[config.mk]
export PLATFORM = sky130hd
export DESIGN_NAME = dda_line_raster
export DESIGN_NICKNAME = d
export VERILOG_FILES = /design/src/rtl/dda_pkg.sv /design/src/rtl/dda_setup.sv /design/src/rtl/dda_div.sv /design/src/rtl/dda_stepper.sv /design/src/rtl/dda_line_raster.sv
export SDC_FILE = /design/constraint.sdc
export NUM_CORES = 1
export LEC_CHECK = 0
export ABC_AREA = 1
export CORE_MARGIN = 2
export CORE_UTILIZATION = 57
export DETAILED_ROUTE_END_ITERATION = 10
export PLACE_DENSITY_LB_ADDON = 0.05
export SETUP_SLACK_MARGIN = 0.1
export SKIP_CTS_REPAIR_TIMING = 1
export SYNTH_ARGS = -nofsm -noshare
export SYNTH_HDL_FRONTEND = slang
export SYNTH_HIERARCHICAL = 1
export SYNTH_SLANG_ARGS = --single-unit
[constraint.sdc]
create_clock -name clk -period 4.2 [get_ports clk]
set_input_delay 1.26 -clock clk [delete_from_list [all_inputs] [get_ports clk]]
set_output_delay 1.26 -clock clk [all_outputs]
set_load 0.02 [all_outputs]
[src/rtl/dda_pkg.sv]
package dda_pkg;
  typedef enum logic [2:0] {
    ST_IDLE,
    ST_SETUP,
    ST_DIV,
    ST_LOAD,
    ST_EMIT
  } dda_state_e;

  localparam int AXES = 2;
endpackage

[src/rtl/dda_setup.sv]
// Delta magnitudes, directions and major-axis step count from two endpoints.
module dda_setup #(
  parameter int COORD_W = 10
) (
  input  logic signed [COORD_W-1:0] ax,
  input  logic signed [COORD_W-1:0] ay,
  input  logic signed [COORD_W-1:0] bx,
  input  logic signed [COORD_W-1:0] by,
  output logic        [COORD_W-1:0] mag_x,
  output logic        [COORD_W-1:0] mag_y,
  output logic                      neg_x,
  output logic                      neg_y,
  output logic        [COORD_W-1:0] steps
);
  logic signed [COORD_W:0] dx, dy;
  logic        [COORD_W:0] ux, uy;

  assign dx = {bx[COORD_W-1], bx} - {ax[COORD_W-1], ax};
  assign dy = {by[COORD_W-1], by} - {ay[COORD_W-1], ay};

  assign neg_x = dx[COORD_W];
  assign neg_y = dy[COORD_W];

  // magnitude of a (COORD_W+1)-bit difference of in-range coordinates fits COORD_W bits
  assign ux = neg_x ? (~dx + 1'b1) : dx;
  assign uy = neg_y ? (~dy + 1'b1) : dy;
  assign mag_x = COORD_W'(ux);
  assign mag_y = COORD_W'(uy);

  assign steps = (mag_x > mag_y) ? mag_x : mag_y;
endmodule

[src/rtl/dda_div.sv]
// Bit-serial restoring divider: one quotient bit per clock, NUM_W clocks per divide.
module dda_div #(
  parameter int NUM_W = 22,
  parameter int DEN_W = 10,
  parameter int Q_W   = 14
) (
  input  logic             clk,
  input  logic             rst,
  input  logic             go,
  input  logic [NUM_W-1:0] num,
  input  logic [DEN_W-1:0] den,
  output logic [Q_W-1:0]   quo,
  output logic             fin
);
  localparam int CNT_W = $clog2(NUM_W + 1);

  logic [DEN_W-1:0] rem;
  logic [NUM_W-1:0] shq;
  logic [CNT_W-1:0] cnt;
  logic             run;
  logic [DEN_W:0]   trial, diff;
  logic             ge;

  assign trial = {rem, shq[NUM_W-1]};
  assign ge    = trial >= {1'b0, den};
  assign diff  = trial - {1'b0, den};
  assign quo   = shq[Q_W-1:0];

  always_ff @(posedge clk) begin
    if (rst) begin
      rem <= '0;
      shq <= '0;
      cnt <= '0;
      run <= 1'b0;
      fin <= 1'b0;
    end else begin
      fin <= 1'b0;
      if (go) begin
        rem <= '0;
        shq <= num;
        cnt <= CNT_W'(NUM_W);
        run <= 1'b1;
      end else if (run) begin
        rem <= ge ? diff[DEN_W-1:0] : trial[DEN_W-1:0];
        shq <= {shq[NUM_W-2:0], ge};
        cnt <= cnt - 1'b1;
        if (cnt == CNT_W'(1)) begin
          run <= 1'b0;
          fin <= 1'b1;
        end
      end
    end
  end
endmodule

[src/rtl/dda_stepper.sv]
// Fixed-point position accumulators, rounding and the pixel valid/ready stage.
module dda_stepper #(
  parameter int COORD_W = 10,
  parameter int FRAC_W  = 12
) (
  input  logic                           clk,
  input  logic                           rst,
  input  logic                           load,
  input  logic signed [COORD_W-1:0]      org_x,
  input  logic signed [COORD_W-1:0]      org_y,
  input  logic signed [FRAC_W+1:0]       inc_x,
  input  logic signed [FRAC_W+1:0]       inc_y,
  input  logic        [COORD_W-1:0]      span,
  input  logic                           pix_ready,
  output logic                           pix_valid,
  output logic signed [COORD_W-1:0]      pix_x,
  output logic signed [COORD_W-1:0]      pix_y,
  output logic                           last_take
);
  import dda_pkg::*;

  localparam int POS_W = COORD_W + FRAC_W;
  localparam int INC_W = FRAC_W + 2;
  localparam logic signed [POS_W-1:0] HALF = POS_W'(1) << (FRAC_W - 1);

  logic        [COORD_W-1:0] remain;
  logic                      take;
  logic signed [COORD_W-1:0] org_a [AXES];
  logic signed [INC_W-1:0]   inc_a [AXES];
  logic signed [COORD_W-1:0] pix_a [AXES];

  assign org_a[0] = org_x;
  assign org_a[1] = org_y;
  assign inc_a[0] = inc_x;
  assign inc_a[1] = inc_y;
  assign pix_x    = pix_a[0];
  assign pix_y    = pix_a[1];

  assign take      = pix_valid && pix_ready;
  assign last_take = take && (remain == '0);

  function automatic logic signed [COORD_W-1:0] round_pos(input logic signed [POS_W-1:0] p);
    return COORD_W'((p + HALF) >>> FRAC_W);
  endfunction

  for (genvar g = 0; g < AXES; g++) begin : g_axis
    logic signed [POS_W-1:0]   pos;
    logic signed [POS_W-1:0]   nxt;
    logic signed [COORD_W-1:0] pix_r;

    assign nxt      = pos + {{(POS_W-INC_W){inc_a[g][INC_W-1]}}, inc_a[g]};
    assign pix_a[g] = pix_r;

    always_ff @(posedge clk) begin
      if (rst) begin
        pos   <= '0;
        pix_r <= '0;
      end else if (load) begin
        pos   <= {org_a[g], {FRAC_W{1'b0}}};
        pix_r <= org_a[g];
      end else if (take && (remain != '0)) begin
        pos   <= nxt;
        pix_r <= round_pos(nxt);
      end
    end
  end

  always_ff @(posedge clk) begin
    if (rst) begin
      pix_valid <= 1'b0;
      remain    <= '0;
    end else if (load) begin
      pix_valid <= 1'b1;
      remain    <= span;
    end else if (take) begin
      if (remain == '0) pix_valid <= 1'b0;
      else              remain    <= remain - 1'b1;
    end
  end
endmodule

[src/rtl/dda_line_raster.sv]
// Top: endpoint capture, sequencing of setup / divide / emit.
module dda_line_raster #(
  parameter int COORD_W = 10
) (
  input  logic                      clk,
  input  logic                      rst,
  input  logic                      start,
  input  logic signed [COORD_W-1:0] x_from,
  input  logic signed [COORD_W-1:0] y_from,
  input  logic signed [COORD_W-1:0] x_to,
  input  logic signed [COORD_W-1:0] y_to,
  output logic                      busy,
  output logic                      done,
  output logic                      pix_valid,
  input  logic                      pix_ready,
  output logic signed [COORD_W-1:0] pix_x,
  output logic signed [COORD_W-1:0] pix_y
);
  import dda_pkg::*;

  localparam int FRAC_W = COORD_W + 2;       // keeps end-of-line rounding error below half a pixel
  localparam int NUM_W  = COORD_W + FRAC_W;
  localparam int INC_W  = FRAC_W + 2;

  dda_state_e state;

  logic signed [COORD_W-1:0] ax_q, ay_q, bx_q, by_q;
  logic        [COORD_W-1:0] step_q;
  logic signed [INC_W-1:0]   inc_q [AXES];

  logic [COORD_W-1:0] mag_c [AXES];
  logic               neg_c [AXES];
  logic [COORD_W-1:0] step_c;
  logic [INC_W-1:0]   div_quo [AXES];
  logic [AXES-1:0]    div_fin;
  logic signed [INC_W-1:0] qmag [AXES];
  logic               div_go;
  logic               load;
  logic               last_take;

  dda_setup #(.COORD_W(COORD_W)) u_setup (
    .ax    (ax_q),
    .ay    (ay_q),
    .bx    (bx_q),
    .by    (by_q),
    .mag_x (mag_c[0]),
    .mag_y (mag_c[1]),
    .neg_x (neg_c[0]),
    .neg_y (neg_c[1]),
    .steps (step_c)
  );

  assign div_go = (state == ST_SETUP) && (step_c != '0);

  for (genvar g = 0; g < AXES; g++) begin : g_div
    dda_div #(.NUM_W(NUM_W), .DEN_W(COORD_W), .Q_W(INC_W)) u_div (
      .clk (clk),
      .rst (rst),
      .go  (div_go),
      .num ({mag_c[g], {FRAC_W{1'b0}}}),
      .den (step_c),
      .quo (div_quo[g]),
      .fin (div_fin[g])
    );
    assign qmag[g] = signed'(div_quo[g]);
  end

  assign load = (state == ST_LOAD);
  assign busy = (state != ST_IDLE);

  dda_stepper #(.COORD_W(COORD_W), .FRAC_W(FRAC_W)) u_step (
    .clk       (clk),
    .rst       (rst),
    .load      (load),
    .org_x     (ax_q),
    .org_y     (ay_q),
    .inc_x     (inc_q[0]),
    .inc_y     (inc_q[1]),
    .span      (step_q),
    .pix_ready (pix_ready),
    .pix_valid (pix_valid),
    .pix_x     (pix_x),
    .pix_y     (pix_y),
    .last_take (last_take)
  );

  always_ff @(posedge clk) begin
    if (rst) begin
      state  <= ST_IDLE;
      done   <= 1'b0;
      ax_q   <= '0;
      ay_q   <= '0;
      bx_q   <= '0;
      by_q   <= '0;
      step_q <= '0;
      for (int a = 0; a < AXES; a++) inc_q[a] <= '0;
    end else begin
      done <= 1'b0;
      case (state)
        ST_IDLE: begin
          if (start) begin
            ax_q  <= x_from;
            ay_q  <= y_from;
            bx_q  <= x_to;
            by_q  <= y_to;
            state <= ST_SETUP;
          end
        end
        ST_SETUP: begin
          step_q <= step_c;
          for (int a = 0; a < AXES; a++) inc_q[a] <= '0;
          state  <= (step_c == '0) ? ST_LOAD : ST_DIV;
        end
        ST_DIV: begin
          if (&div_fin) begin
            for (int a = 0; a < AXES; a++)
              inc_q[a] <= neg_c[a] ? -qmag[a] : qmag[a];
            state <= ST_LOAD;
          end
        end
        ST_LOAD: state <= ST_EMIT;
        ST_EMIT: begin
          if (last_take) begin
            state <= ST_IDLE;
            done  <= 1'b1;
          end
        end
        default: state <= ST_IDLE;
      endcase
    end
  end
endmodule

Yosys cells after proc, flatten, opt, wreduce, memory -nomap -nowiden
Memories as Yosys holds them, arrays and structs flattened.
Cells that the tools add are included.
{"block": "op_classes", "order_cmp": 3, "n_addsub": 15, "bitwise_logic": 9, "n_mux": 56, "n_reduce_logical": 25, "n_eq_ne": 10}
{"op": "$mux 22", "count": 8}
{"op": "$mux 10", "count": 12}
{"op": "$mux 14", "count": 6}
{"op": "$add 22x13->22 const B", "count": 2}
{"op": "$add 22x22->22", "count": 2}
{"op": "$neg 14->14", "count": 2}
{"op": "$ge 11x10->1", "count": 2}
{"op": "$mux 1", "count": 22}
{"op": "$sub 10x10->11", "count": 2}
{"op": "$add 10x1->10 const B", "count": 2}
{"op": "$logic_not 10->1", "count": 2}
{"op": "$mux 5", "count": 4}
{"op": "$not 10->10", "count": 2}
{"op": "$reduce_bool 10->1", "count": 2}
{"op": "$sub 10x10->10", "count": 2}
{"op": "$pmux 3 s5", "count": 1}
{"op": "$eq 5x1->1 const B", "count": 2}
{"op": "$gt 10x10->1", "count": 1}
{"op": "$reduce_bool 2->1", "count": 5}
{"op": "$sub 10x1->10 const B", "count": 1}
{"op": "$sub 5x1->5 const B", "count": 2}
{"op": "$mux 3", "count": 3}
{"op": "$ne 2x2->1 const B", "count": 4}
{"op": "$reduce_and 2->1", "count": 4}
{"op": "other kinds (11)", "count": 23}
{"block": "word_totals", "reg_bits": 207, "input_bits": 44, "ram_bits": 28, "out_inout_bits": 23, "n_memories": 1, "elab_cells": 148}
{"memory": "inc_q", "depth": 2, "word_bits": 14, "read_ports": 2, "rd_clocked_by_memory_dff": 0, "write_ports": 2, "line": "dda_line_raster.sv:29", "rtl": "logic signed [INC_W-1:0] inc_q [AXES];"}

Depth between registers and ports, before layout
Gate-level depths: netlist (run 1).
{"block": "logic_depth", "depth_word": 9, "ltp_mapped": 38, "depth_no_buf": 38}

By module
The synthesis (run 1) kept the hierarchy.
{"mod": "dda_stepper", "area_per_inst_um2": 6416.2, "seq_area_each_um2": 1501.4, "cells_per_inst": 1047, "instances": 1}
{"mod": "dda_div", "area_per_inst_um2": 2622.5, "seq_area_each_um2": 780.7, "cells_per_inst": 387, "instances": 2}
{"mod": "dda_line_raster", "area_per_inst_um2": 3678.5, "seq_area_each_um2": 1921.8, "cells_per_inst": 474, "instances": 1}
{"mod": "dda_setup", "area_per_inst_um2": 2214.6, "seq_area_each_um2": 0.0, "cells_per_inst": 424, "instances": 1}

Worst setup path after synthesis (run 1)
OpenSTA, ideal clock, no wires.
{"block": "synth_timing", "path_type": "register to register", "from": "register bx_q[0]", "to": "register g_div[0].u_div.rem[5]", "n_path_buf": 2, "setup_ps": 66, "t_required_ps": 4134, "arrival_ps": 4530, "stages_incl_launch_ff": 32, "period_less_slack_ps": 4597, "path_slack_ps": -397, "path_cell_list": "dfxtp_1 > inv_1 > ha_1 > fa_1 > ha_1 > inv_1 > nor2_1 > nand3_1 > nor2_1 > nand2_1 > nand2_1 > xor2_1 > inv_1 > ha_1 > nand3_1 > or4_1 > nand2_1 > buf_4 > nand2_1 > o21ai_1 > inv_1 > ha_1 > nand2_1 > inv_1 > a21oi_2 > nand2_4 > nand2_4 > nand2_2 > buf_6 > nand2_2 > nand3_2 > a21oi_2"}
{"item": "start, declared", "line": "dda_line_raster.sv:27", "rtl": "logic signed [COORD_W-1:0] ax_q, ay_q, bx_q, by_q;"}
{"item": "start signal, assigned", "line": "dda_line_raster.sv:104", "rtl": "bx_q <= x_to;"}
{"item": "end signal, assigned", "line": "dda_div.sv:44", "rtl": "rem <= ge ? diff[DEN_W-1:0] : trial[DEN_W-1:0];"}
{"item": "end, declared", "line": "dda_div.sv:17", "rtl": "logic [DEN_W-1:0] rem;"}

==> summary.md, run 1 <==
* 0.03222 sq mm — floorplan die area
* 179.5 microns — Die W
* 56 — maximum number of pins on one net before global-route repair
* 29.71% — global routing usage summed across all routing layers
* 20.93% — fraction of final layout cells with drive strength greater than 1
* 0.01755 sq mm — area of the mapped netlist
* 2719 — synthesized instance count
* 0.03043 sq mm — core region area
* simple AND/OR/NAND/NOR gates — cell class contributing the biggest share of worst-path delay
* 0% — ys async rst share
* 0.01082 ns — largest clock skew in the final design
* 0.01131 sq mm — area taken by multi-input logic gates
* 0 — number of remaining DRC errors
* 0.004996 sq mm — FF+latch area
* 22.15% — worst relative slew slack
* 3108 — net total in the final layout
* g_div[1].u_div/rem[6] — Worst R2R End
* 26.29% — layout overhead on the synthesized area
* g_div[1].u_div/rem[6] — destination of the critical timing path
* setup timing — failing checks
* 4.68 ns — critical path required time
* 5.294 — Via-to-Cell Ratio
* 116.2% — Tcrit/Tclk final
* 5.36 ns — arrival time at the worst endpoint
* 0 — final hold vios
* bx_q[0] — worst setup path start
* 0.52 ns — critical path's largest stage delay
* sky130_fd_sc_hd__nand2_1 — leading cell type by number of instances after synthesis
* 0.06 ns — clock-pin transition on the worst setup and hold timing paths
* yes — TritonCTS clock tree
* 28 — TritonCTS buffer count
* 0 — antenna viol nets, final
* 79.99 mm — first-pass GRT wire length
* 778 x sky130_fd_sc_hd__nand2_1, 474 x sky130_fd_sc_hd__inv_1, 224 x sky130_fd_sc_hd__nor2_1 — top cells by count, synth
* 31 — count of cells along the worst register-to-register path
* 0.4593 ns — final worst hold slack
* -0.68 ns — slack of the worst reg-to-reg path
* bx_q[0] — Worst R2R Start
* 235 — register bit count reported by yosys
* 66 — IO Port Bufs
* 6.456 sq um — per-instance average area after synthesis
* register — critical path launch point type
* 0 — Slew Viols, Final
* 67 — number of ports placed on the die boundary
* register to register — kind of critical path
* sky130_fd_sc_hd__dfxtp_1 24%, sky130_fd_sc_hd__nand2_1 17%, sky130_fd_sc_hd__inv_1 10% — largest cells by area after synthesis
* 0.55 ns — clock latency on the worst-skew pair
* 0 — # diodes
* 16400 — via count of the first global-routing pass
* sky130_fd_sc_hd__clkbuf_16 — master cell of the clock root buffer
* 28.40% — sequential fraction of the synthesis area
* 0.2049 GHz — highest achievable clock rate
* 5 — buffers and inverters on the worst path
* 0 — total of max-cap violations
* -0.6809 ns — smallest setup slack after layout
* sky130_fd_sc_hd__fa_1 — crit path max-delay cell type
* 6 — crit path max fanout
* 52.22 mm — wire length reported by the detailed router
* 78 — final number of setup-violating endpoints
* 1191 — number of DRC markers after the initial detailed-route iteration
* complete, but fails checks — result of the run
* 23.61% — share of the synthesized area in the top cell type
* sky130_fd_sc_hd__dfxtp_1 — library cell occupying the most area in the post-synthesis netlist
* 31 — number of gates on the worst path with buffers counted
* 62 — synth unique cells
* 28 — number of enable flip-flop cells after synthesis
* 0.9457 — global placement routability congestion
* 4.881 ns — post-layout minimum cycle time
* 3 — maximum clock insertion buffer count
* sky130_fd_sc_hd__dfxtp_1 — Main synth FF type
* 1.161 ns — pin slew with the least headroom to its limit
* true — unrepaired setup endpoints after global routing
* 64 — Std-Cell Rows
* register to register — Tightest Hold Check Type
* 6 — first-pass detailed-route iteration total
* 0 — antenna violations before repair
* 15.49 microns — Routed WL per cell
* 235 — Num Clock Sinks
* 57.69% — starting density of the core
* 1 — deepest level of the CTS H-tree
* 6 — YS warnings
* 179.5 microns — die height
* 17850 — total vias in the final route
* register — Critical Path End Type
* 38.13 mm — detailed placer's ending HPWL
* 2449 — filler cell count in the final layout
* 0 — Overflow after GRT
-- logic make-up (layout without fill, tap and decap cells) --
kind of cell / Yosys count / in the layout / share of synthesized area, %
fa+ha+maj: 109 / 109 / 8.026
xor+xnor: 42 / 42 / 2.288
simple gates: 1337 / 1339 / 33.76
compound gates: 410 / 410 / 13.45
flops: 235 / 235 / 28.40
buf+inv: 585 / 817 / 14.06
other cells: 1 / 24 / 0.02136
-- worst min path at each step --
| stage | depth (start not counted) | from | endpoint | slack [ns] |
|---|---|---|---|---|
| floorplan | 2 | by_q[0] | by_q[0] | 0.42 |
| global placement | 2 | by_q[0] | by_q[0] | 0.44 |
| detailed placement | 2 | bx_q[8] | bx_q[8] | 0.45 |
| CTS | 2 | by_q[4] | by_q[4] | 0.46 |
| global route | 2 | bx_q[8] | bx_q[8] | 0.48 |
| finish | 2 | bx_q[8] | bx_q[8] | 0.46 |
-- metal layers --
| metal | GRT usage, % | part of all wire (%) | up-vias |
|---|---|---|---|
| li1 | - | - | 9050 |
| met1 | 37.05 | 42 | 8236 |
| met2 | 53.32 | 49 | 449 |
| met3 | 2.776 | 4.4 | 118 |
| met4 | 10.63 | 4.1 | 0 |
| met5 | 0 | 0 | - |
-- area by class of cell --
cell class              count  share of cell area, %
clock buffers              39                  3.776
flip-flops and latches    235                  22.54
clock inverters            12                 0.6660
inverters                 483                  8.291
multi-input cells        1924                  51.02
repair buffers            281                  11.42
well taps                 396                  2.235
repair inverters            2                0.05644
-- sequential cells by signal, summed over array words and instances (netlist names), 3 cells and up --
signal / cells
ax_q: 10
g_div.u_div/shq: 44
ay_q: 10
bx_q: 10
u_step/remain: 10
u_step/pix_x: 10
step_q: 10
state: 3
g_div.u_div/rem: 20
u_step/pix_y: 10
by_q: 10
inc_q: 28
u_step/g_axis.pos: 44
g_div.u_div/cnt: 10
-- tightest hold or removal path, stage by stage (launching register included) --
cell and delay, ns:
sky130_fd_sc_hd__dfxtp_1 0.31, sky130_fd_sc_hd__inv_1 0.05, sky130_fd_sc_hd__a21oi_1 0.05
-- through the flow --
step                      setup WS (ns)  setup TNS [ns]  utilization [%]  area (sq um)  std cells
after floorplan                 -0.3007          -12.66                -         18110       2742
after global placement          -0.5697          -37.50            65.43         19910       3281
after detailed placement        -0.6846          -43.94            65.43         19910       3281
after CTS                       -0.7237          -46.79            68.66         20890       3332
after global routing            -0.8806          -56.86            72.85         22170       3372
final                           -0.6809          -42.31            72.85         22170       3372
-- placed cells by master (no fill, tap or decap), types with 7 or more instances in the layout --
| cell type | synthesis | layout |
|---|---|---|
| sky130_fd_sc_hd__nand2_1 | 778 | 725 |
| sky130_fd_sc_hd__inv_1 | 474 | 441 |
| sky130_fd_sc_hd__dfxtp_1 | 207 | 198 |
| sky130_fd_sc_hd__nor2_1 | 224 | 196 |
| sky130_fd_sc_hd__buf_4 | 37 | 176 |
| sky130_fd_sc_hd__a21oi_1 | 173 | 169 |
| sky130_fd_sc_hd__nand3_1 | 136 | 128 |
| sky130_fd_sc_hd__o21ai_0 | 114 | 93 |
| sky130_fd_sc_hd__nand2_2 | 53 | 87 |
| sky130_fd_sc_hd__ha_1 | 103 | 73 |
| sky130_fd_sc_hd__clkdlybuf4s50_1 | 0 | 65 |
| sky130_fd_sc_hd__nand3b_1 | 40 | 40 |
| sky130_fd_sc_hd__inv_2 | 8 | 36 |
| sky130_fd_sc_hd__nand3_2 | 26 | 33 |
| sky130_fd_sc_hd__clkbuf_16 | 0 | 33 |
| sky130_fd_sc_hd__xnor2_1 | 30 | 28 |
| sky130_fd_sc_hd__edfxtp_1 | 28 | 28 |
| sky130_fd_sc_hd__buf_6 | 8 | 27 |
| sky130_fd_sc_hd__ha_4 | 0 | 26 |
| sky130_fd_sc_hd__conb_1 | 1 | 24 |
| sky130_fd_sc_hd__o21ai_1 | 15 | 23 |
| sky130_fd_sc_hd__nor2_4 | 6 | 22 |
| sky130_fd_sc_hd__nor2_2 | 10 | 22 |
| sky130_fd_sc_hd__a21oi_2 | 20 | 22 |
| sky130_fd_sc_hd__nand2_4 | 5 | 20 |
| sky130_fd_sc_hd__nand4_1 | 20 | 20 |
| sky130_fd_sc_hd__o211ai_1 | 19 | 19 |
| sky130_fd_sc_hd__a31oi_1 | 18 | 18 |
| sky130_fd_sc_hd__nor3_1 | 22 | 16 |
| sky130_fd_sc_hd__o21ai_2 | 7 | 13 |
| sky130_fd_sc_hd__a22oi_1 | 16 | 13 |
| sky130_fd_sc_hd__dfxtp_2 | 0 | 9 |
| sky130_fd_sc_hd__nor3_2 | 3 | 8 |
| sky130_fd_sc_hd__clkbuf_8 | 3 | 7 |
| sky130_fd_sc_hd__xor2_1 | 9 | 7 |
| sky130_fd_sc_hd__o21ai_4 | 0 | 7 |
Power of run 1 is not shown: default switching activity piles up to over one toggle a cycle in this logic, so the estimate is an artifact.
==> run 2, diff against run 1 <==
- CORE_ASPECT_RATIO: unset -> 1.4
- HOLD_SLACK_MARGIN: unset -> 0.05
==> run 2 against run 1 <==
Effect of this change:
- the flow still finishes with violations (setup timing)
- register-to-register slack improved by 0.10 ns
- clock-buffer cell count fell by 7
- clock skew up 0.027 ns
- design area is 0.14% lower
- worst setup slack improved by 0.10 ns
==> summary.md, run 2 (synthesized netlist as in run 1, its figures left out) <==
* complete, but fails checks — result of the run
* setup timing — failing checks
* 67 — number of ports placed on the die boundary, unchanged
* 38.70 mm — detailed placer's ending HPWL, +1.5%
* sky130_fd_sc_hd__clkbuf_16 — master cell of the clock root buffer
* 0 — Overflow after GRT, unchanged
* 152.3 microns — Die W, -15%
* 0 — antenna violations before repair, unchanged
* 113.8% — Tcrit/Tclk final, -2.4 points
* 0.03224 sq mm — floorplan die area, about the same
* 0 — # diodes, unchanged
* 0.03739 ns — largest clock skew in the final design, +0.02657 ns
* 2548 — filler cell count in the final layout, +4.0%
* 1 — deepest level of the CTS H-tree, unchanged
* 0.03052 sq mm — core region area, +0.31%
* true — unrepaired setup endpoints after global routing
* 0 — number of remaining DRC errors, unchanged
* 0.2092 GHz — highest achievable clock rate, +2.1%
* 5.26 ns — arrival time at the worst endpoint, -0.10 ns
* 26.12% — layout overhead on the synthesized area
* -0.58 ns — slack of the worst reg-to-reg path, +0.10 ns
* g_div[0].u_div/shq[21] — destination of the critical timing path
* 15.22 microns — Routed WL per cell, -1.7%
* 51.20 mm — wire length reported by the detailed router, -2.0%
* 0.8520 ns — pin slew with the least headroom to its limit, -0.3094 ns
* 3285 — cell count after placement, +0.12%
* 46 — maximum number of pins on one net before global-route repair, -18%
* 6 — crit path max fanout, unchanged
* 5.294 — Via-to-Cell Ratio, about the same
* 0 — antenna viol nets, final, unchanged
* register to register — kind of critical path
* 78 — final number of setup-violating endpoints, unchanged
* 0.06 ns — clock-pin transition on the worst setup and hold timing paths, about the same
* 28 — count of cells along the worst register-to-register path, -9.7%
* 4.68 ns — critical path required time, about the same
* 0 — Slew Viols, Final, unchanged
* 57.51% — starting density of the core, -0.18 points
* 0.4493 ns — final worst hold slack, -0.009948 ns
* 29.79% — global routing usage summed across all routing layers, +0.083 points
* 211.6 microns — die height, +18%
* 8 — buffers and inverters on the worst path, +3
* register to register — Tightest Hold Check Type
* by_q[0] — worst setup path start
* 3108 — net total in the final layout, unchanged
* simple AND/OR/NAND/NOR gates — cell class contributing the biggest share of worst-path delay
* 26 — TritonCTS buffer count, -7.1%
* 728 x sky130_fd_sc_hd__nand2_1, 443 x sky130_fd_sc_hd__inv_1, 198 x sky130_fd_sc_hd__dfxtp_1, 197 x sky130_fd_sc_hd__nor2_1, 188 x sky130_fd_sc_hd__buf_4 — commonest cells after routing, fill and taps aside
* 66 — IO Port Bufs, unchanged
* register — Critical Path End Type
* 7 — first-pass detailed-route iteration total, +1
* 79.03 mm — first-pass GRT wire length, -1.2%
* sky130_fd_sc_hd__inv_1 — cell repeated most along the worst path
* 0.56 ns — clock latency on the worst-skew pair, about the same
* 43.14% — worst relative slew slack, +21 points
* 809 — number of DRC markers after the initial detailed-route iteration, -32%
* 4.781 ns — post-layout minimum cycle time, -0.1003 ns
* 0 — total of max-cap violations, unchanged
* 16670 — via count of the first global-routing pass, +1.6%
* yes — TritonCTS clock tree
* -0.5806 ns — smallest setup slack after layout, +0.1003 ns
* by_q[0] — Worst R2R Start
* 76 — Std-Cell Rows, +19%
* 3363 — number of standard cells in the layout, taps in and fillers out, -0.27%
* sky130_fd_sc_hd__fa_2 — crit path max-delay cell type
* 17800 — total vias in the final route, -0.27%
* register — critical path launch point type
* g_div.u_div/shq (44), u_step/g_axis.pos (44), inc_q (28) — Top Registers
* 28 — number of gates on the worst path with buffers counted, -9.7%
* 3 — maximum clock insertion buffer count, unchanged
* 0.9593 — global placement routability congestion, +1.4%
* 0 — final hold vios, unchanged
* g_div[0].u_div/shq[21] — Worst R2R End
* 235 — Num Clock Sinks, unchanged
* 0.60 ns — critical path's largest stage delay, +0.08 ns
* sky130_fd_sc_hd__nand2_1 — most frequent standard cell in the layout excluding fill and tap cells
* 20.65% — fraction of final layout cells with drive strength greater than 1, -0.28 points
-- run 2: per-layer routing --
layer	vias to the layer above	track usage [%]	routed length, microns	share of wire, %
met4	0	15.31	3178	6.2
met1	8187	33.15	19690	38
met2	431	56.48	26650	52
met3	156	2.456	1678	3.3
met5	-	0	0	0
li1	9030	-	-	-
-- run 2: worst min-delay path by stage --
stage,depth (start not counted),from,to
4_1_cts,2,bx_q[4],bx_q[4]
6_report,2,by_q[0],by_q[0]
2_1_floorplan,2,by_q[0],by_q[0]
5_1_grt,2,bx_q[0],bx_q[0]
3_3_place_gp,2,bx_q[6],bx_q[6]
3_5_place_dp,2,bx_q[4],bx_q[4]
-- run 2: cell type report --
cell class	count	area, sq um	area share, %
Timing Repair Buffer	286	2609	11.78
Inverter	483	1853	8.370
Clock inverter	14	168.9	0.7630
Sequential cell	235	4999	22.58
Multi-Input combinational cell	1922	11310	51.07
Timing Repair inverter	1	11.26	0.05086
Tap cell	390	488.0	2.204
Clock buffer	32	703.2	3.176
-- run 2: stage by stage --
stage / TNS [ns] / util [%] / worst slack, ns / cell area, sq um
floorplan: -12.66 / - / -0.3007 / 18110
global placement: -37.94 / 65.61 / -0.5988 / 20030
detailed placement: -42.44 / 65.61 / -0.6787 / 20030
CTS: -44.59 / 68.47 / -0.7120 / 20900
global route: -55.58 / 72.53 / -0.8123 / 22140
finish: -37.12 / 72.53 / -0.5806 / 22140
-- run 2: tightest hold or removal path, cell delays in order, from the launching register on --
cell                      delay, ns
sky130_fd_sc_hd__dfxtp_2       0.31
sky130_fd_sc_hd__inv_1         0.04
sky130_fd_sc_hd__a21oi_1       0.05
Power of run 2 is left out for the same reason.
==> run 3, diff against run 2 <==
- CAP_MARGIN: unset -> 15
- CORE_UTILIZATION: 57 -> 55
==> run 3 against run 2 <==
Effect of this change:
- the flow still finishes with violations (setup timing)
- die area grew 3.6%
- sequential share of layout area is essentially flat
- hold slack gained 0.0043 ns
- wire length grew 5.0%
- non-clock buffer count grew 8
- worst setup slack lost 0.042 ns
- critical endpoint is now g_div[0].u_div/rem[9]
- clock skew shrank 0.020 ns
- global-route usage grew 0.66 points
==> summary.md, run 3 (synthesized netlist as in run 1, its figures left out) <==
* 0.06 ns — clock-pin transition on the worst setup and hold timing paths, about the same
* true — unrepaired setup endpoints after global routing
* yes — TritonCTS clock tree
* 55.72% — starting density of the core, -1.8 points
* 16740 — via count of the first global-routing pass, +0.46%
* met4 — uppermost routed layer
* 0.004990 sq mm — FF+latch area, -0.18%
* 964 — number of DRC markers after the initial detailed-route iteration, +19%
* 0 — antenna violations before repair, unchanged
* 4.822 ns — post-layout minimum cycle time, +0.04186 ns
* 0.03338 sq mm — floorplan die area, +3.6%
* 235 — Num Clock Sinks, unchanged
* 3 — maximum clock insertion buffer count, unchanged
* complete, but fails checks — result of the run
* 4.68 ns — critical path required time, about the same
* 3304 — cell count after placement, +0.58%
* 0 — number of remaining DRC errors, unchanged
* 2754 — filler cell count in the final layout, +8.1%
* 20.70 mm — detailed-route wire length on metal 1, +5.1%
* 15.90 microns — Routed WL per cell, +4.4%
* 114.8% — Tcrit/Tclk final, +1.0 points
* 0.02011 sq mm — placed cell areas, +0.43%
* 81.96 mm — first-pass GRT wire length, +3.7%
* 0 — antenna viol nets, final, unchanged
* 5 — first-pass detailed-route iteration total, -2
* 79 — final number of setup-violating endpoints, +1.3%
* 0.02211 sq mm — post-route cell area, -0.14%
* 28.16 mm — met2 wire length, +5.6%
* 0.03150 sq mm — core region area, +3.2%
* 67 — number of ports placed on the die boundary, unchanged
* 5 — crit path max fanout, -1
* 3119 — net total in the final layout, +0.35%
* 5.30 ns — arrival time at the worst endpoint, +0.04 ns
* sky130_fd_sc_hd__nand2_1 — most frequent standard cell in the layout excluding fill and tap cells
* 0 — total of max-cap violations, unchanged
* 20.70% — fraction of final layout cells with drive strength greater than 1, +0.044 points
* 723 x sky130_fd_sc_hd__nand2_1, 445 x sky130_fd_sc_hd__inv_1, 203 x sky130_fd_sc_hd__dfxtp_1, 197 x sky130_fd_sc_hd__nor2_1, 193 x sky130_fd_sc_hd__buf_4 — commonest cells after routing, fill and taps aside
* setup timing — failing checks
* 3381 — number of standard cells in the layout, taps in and fillers out, +0.54%
* 0.55 ns — clock latency on the worst-skew pair, about the same
* 0 — final hold vios, unchanged
* 40.93 mm — detailed placer's ending HPWL, +5.8%
* sky130_fd_sc_hd__clkbuf_16 — master cell of the clock root buffer
* 0.8296 ns — pin slew with the least headroom to its limit, -0.02233 ns
* 0 — # diodes, unchanged
* 56 — maximum number of pins on one net before global-route repair, +22%
* 5.279 — Via-to-Cell Ratio, -0.29%
* 0.01696 ns — largest clock skew in the final design, -0.02042 ns
* -0.7489 ns — Setup Slack @ Placement, -0.07022 ns
* -0.6224 ns — smallest setup slack after layout, -0.04186 ns
* 53.75 mm — wire length reported by the detailed router, +5.0%
* 8 — buffers and inverters on the worst path, unchanged
* 0 — Slew Viols, Final, unchanged
* sky130_fd_sc_hd__or4_4 — crit path max-delay cell type
* 17850 — total vias in the final route, +0.25%
* 66 — IO Port Bufs, unchanged
* 215.4 microns — die height, +1.8%
* 1.769 mm — length of routed met3 wiring, +5.4%
* register to register — Tightest Hold Check Type
* 0.01125 sq mm — area taken by multi-input logic gates, -0.49%
* 44.62% — worst relative slew slack, +1.5 points
* -0.62 ns — slack of the worst reg-to-reg path, -0.04 ns
* simple AND/OR/NAND/NOR gates — cell class contributing the biggest share of worst-path delay
* 30.45% — global routing usage summed across all routing layers, +0.66 points
* 1 — deepest level of the CTS H-tree, unchanged
* register — Critical Path End Type
* 77 — Std-Cell Rows, +1.3%
* 0.4536 ns — final worst hold slack, +0.004267 ns
* g_div.u_div/shq (44), u_step/g_axis.pos (44), inc_q (28) — Top Registers
* register — critical path launch point type
* 26 — TritonCTS buffer count, unchanged
* 155.0 microns — Die W, +1.8%
* 0 — Overflow after GRT, unchanged
* 0.9996 — global placement routability congestion, +4.2%
* 0.2074 GHz — highest achievable clock rate, -0.87%
* 25.94% — layout overhead on the synthesized area
* register to register — kind of critical path
* 0.57 ns — critical path's largest stage delay, -0.03 ns
run 3: cell count changes in the layout (fill, tap and decap cells not counted), sizes merged:
cell and delta:
nor2 +1, inv -1, clkinv +2, bufinv -1, clkbuf +4, buf +10
clkinvlp -2
run 3: cell type report:
type | count | share of cell area (%)
clock buffers | 38 | 3.520
flip-flops and latches | 235 | 22.57
inverters | 483 | 8.347
clock inverters | 10 | 0.5320
repair buffers | 294 | 11.82
repair inverters | 3 | 0.08489
well taps | 395 | 2.235
multi-input cells | 1923 | 50.89
run 3: routing by layer:
metal	vias up	GRT usage, %
met2	374	57.94
met5	-	0
met3	163	2.530
met4	0	14.91
met1	8270	33.54
li1	9041	-
run 3: path summary, 6_finish.rpt:
path,end,start,depth (start not counted)
max,g_div[0].u_div/rem[9],bx_q[0],32
min,by_q[8],by_q[8],2
max reg2reg,g_div[0].u_div/rem[9],bx_q[0],32
min reg2reg,by_q[8],by_q[8],2
run 3: worst min-delay path, cell delays in order (launching register included):
cell and delay (ns):
sky130_fd_sc_hd__dfxtp_1 0.31, sky130_fd_sc_hd__inv_1 0.05, sky130_fd_sc_hd__a21oi_1 0.05
run 3: metrics by stage:
step           util [%]  TNS [ns]
6_report          70.18    -38.13
5_1_grt           70.18    -55.11
4_1_cts           66.69    -50.34
3_5_place_dp      63.84    -46.58
3_3_place_gp      63.84    -43.00
2_1_floorplan         -    -12.66
Power of run 3 is left out for the same reason.
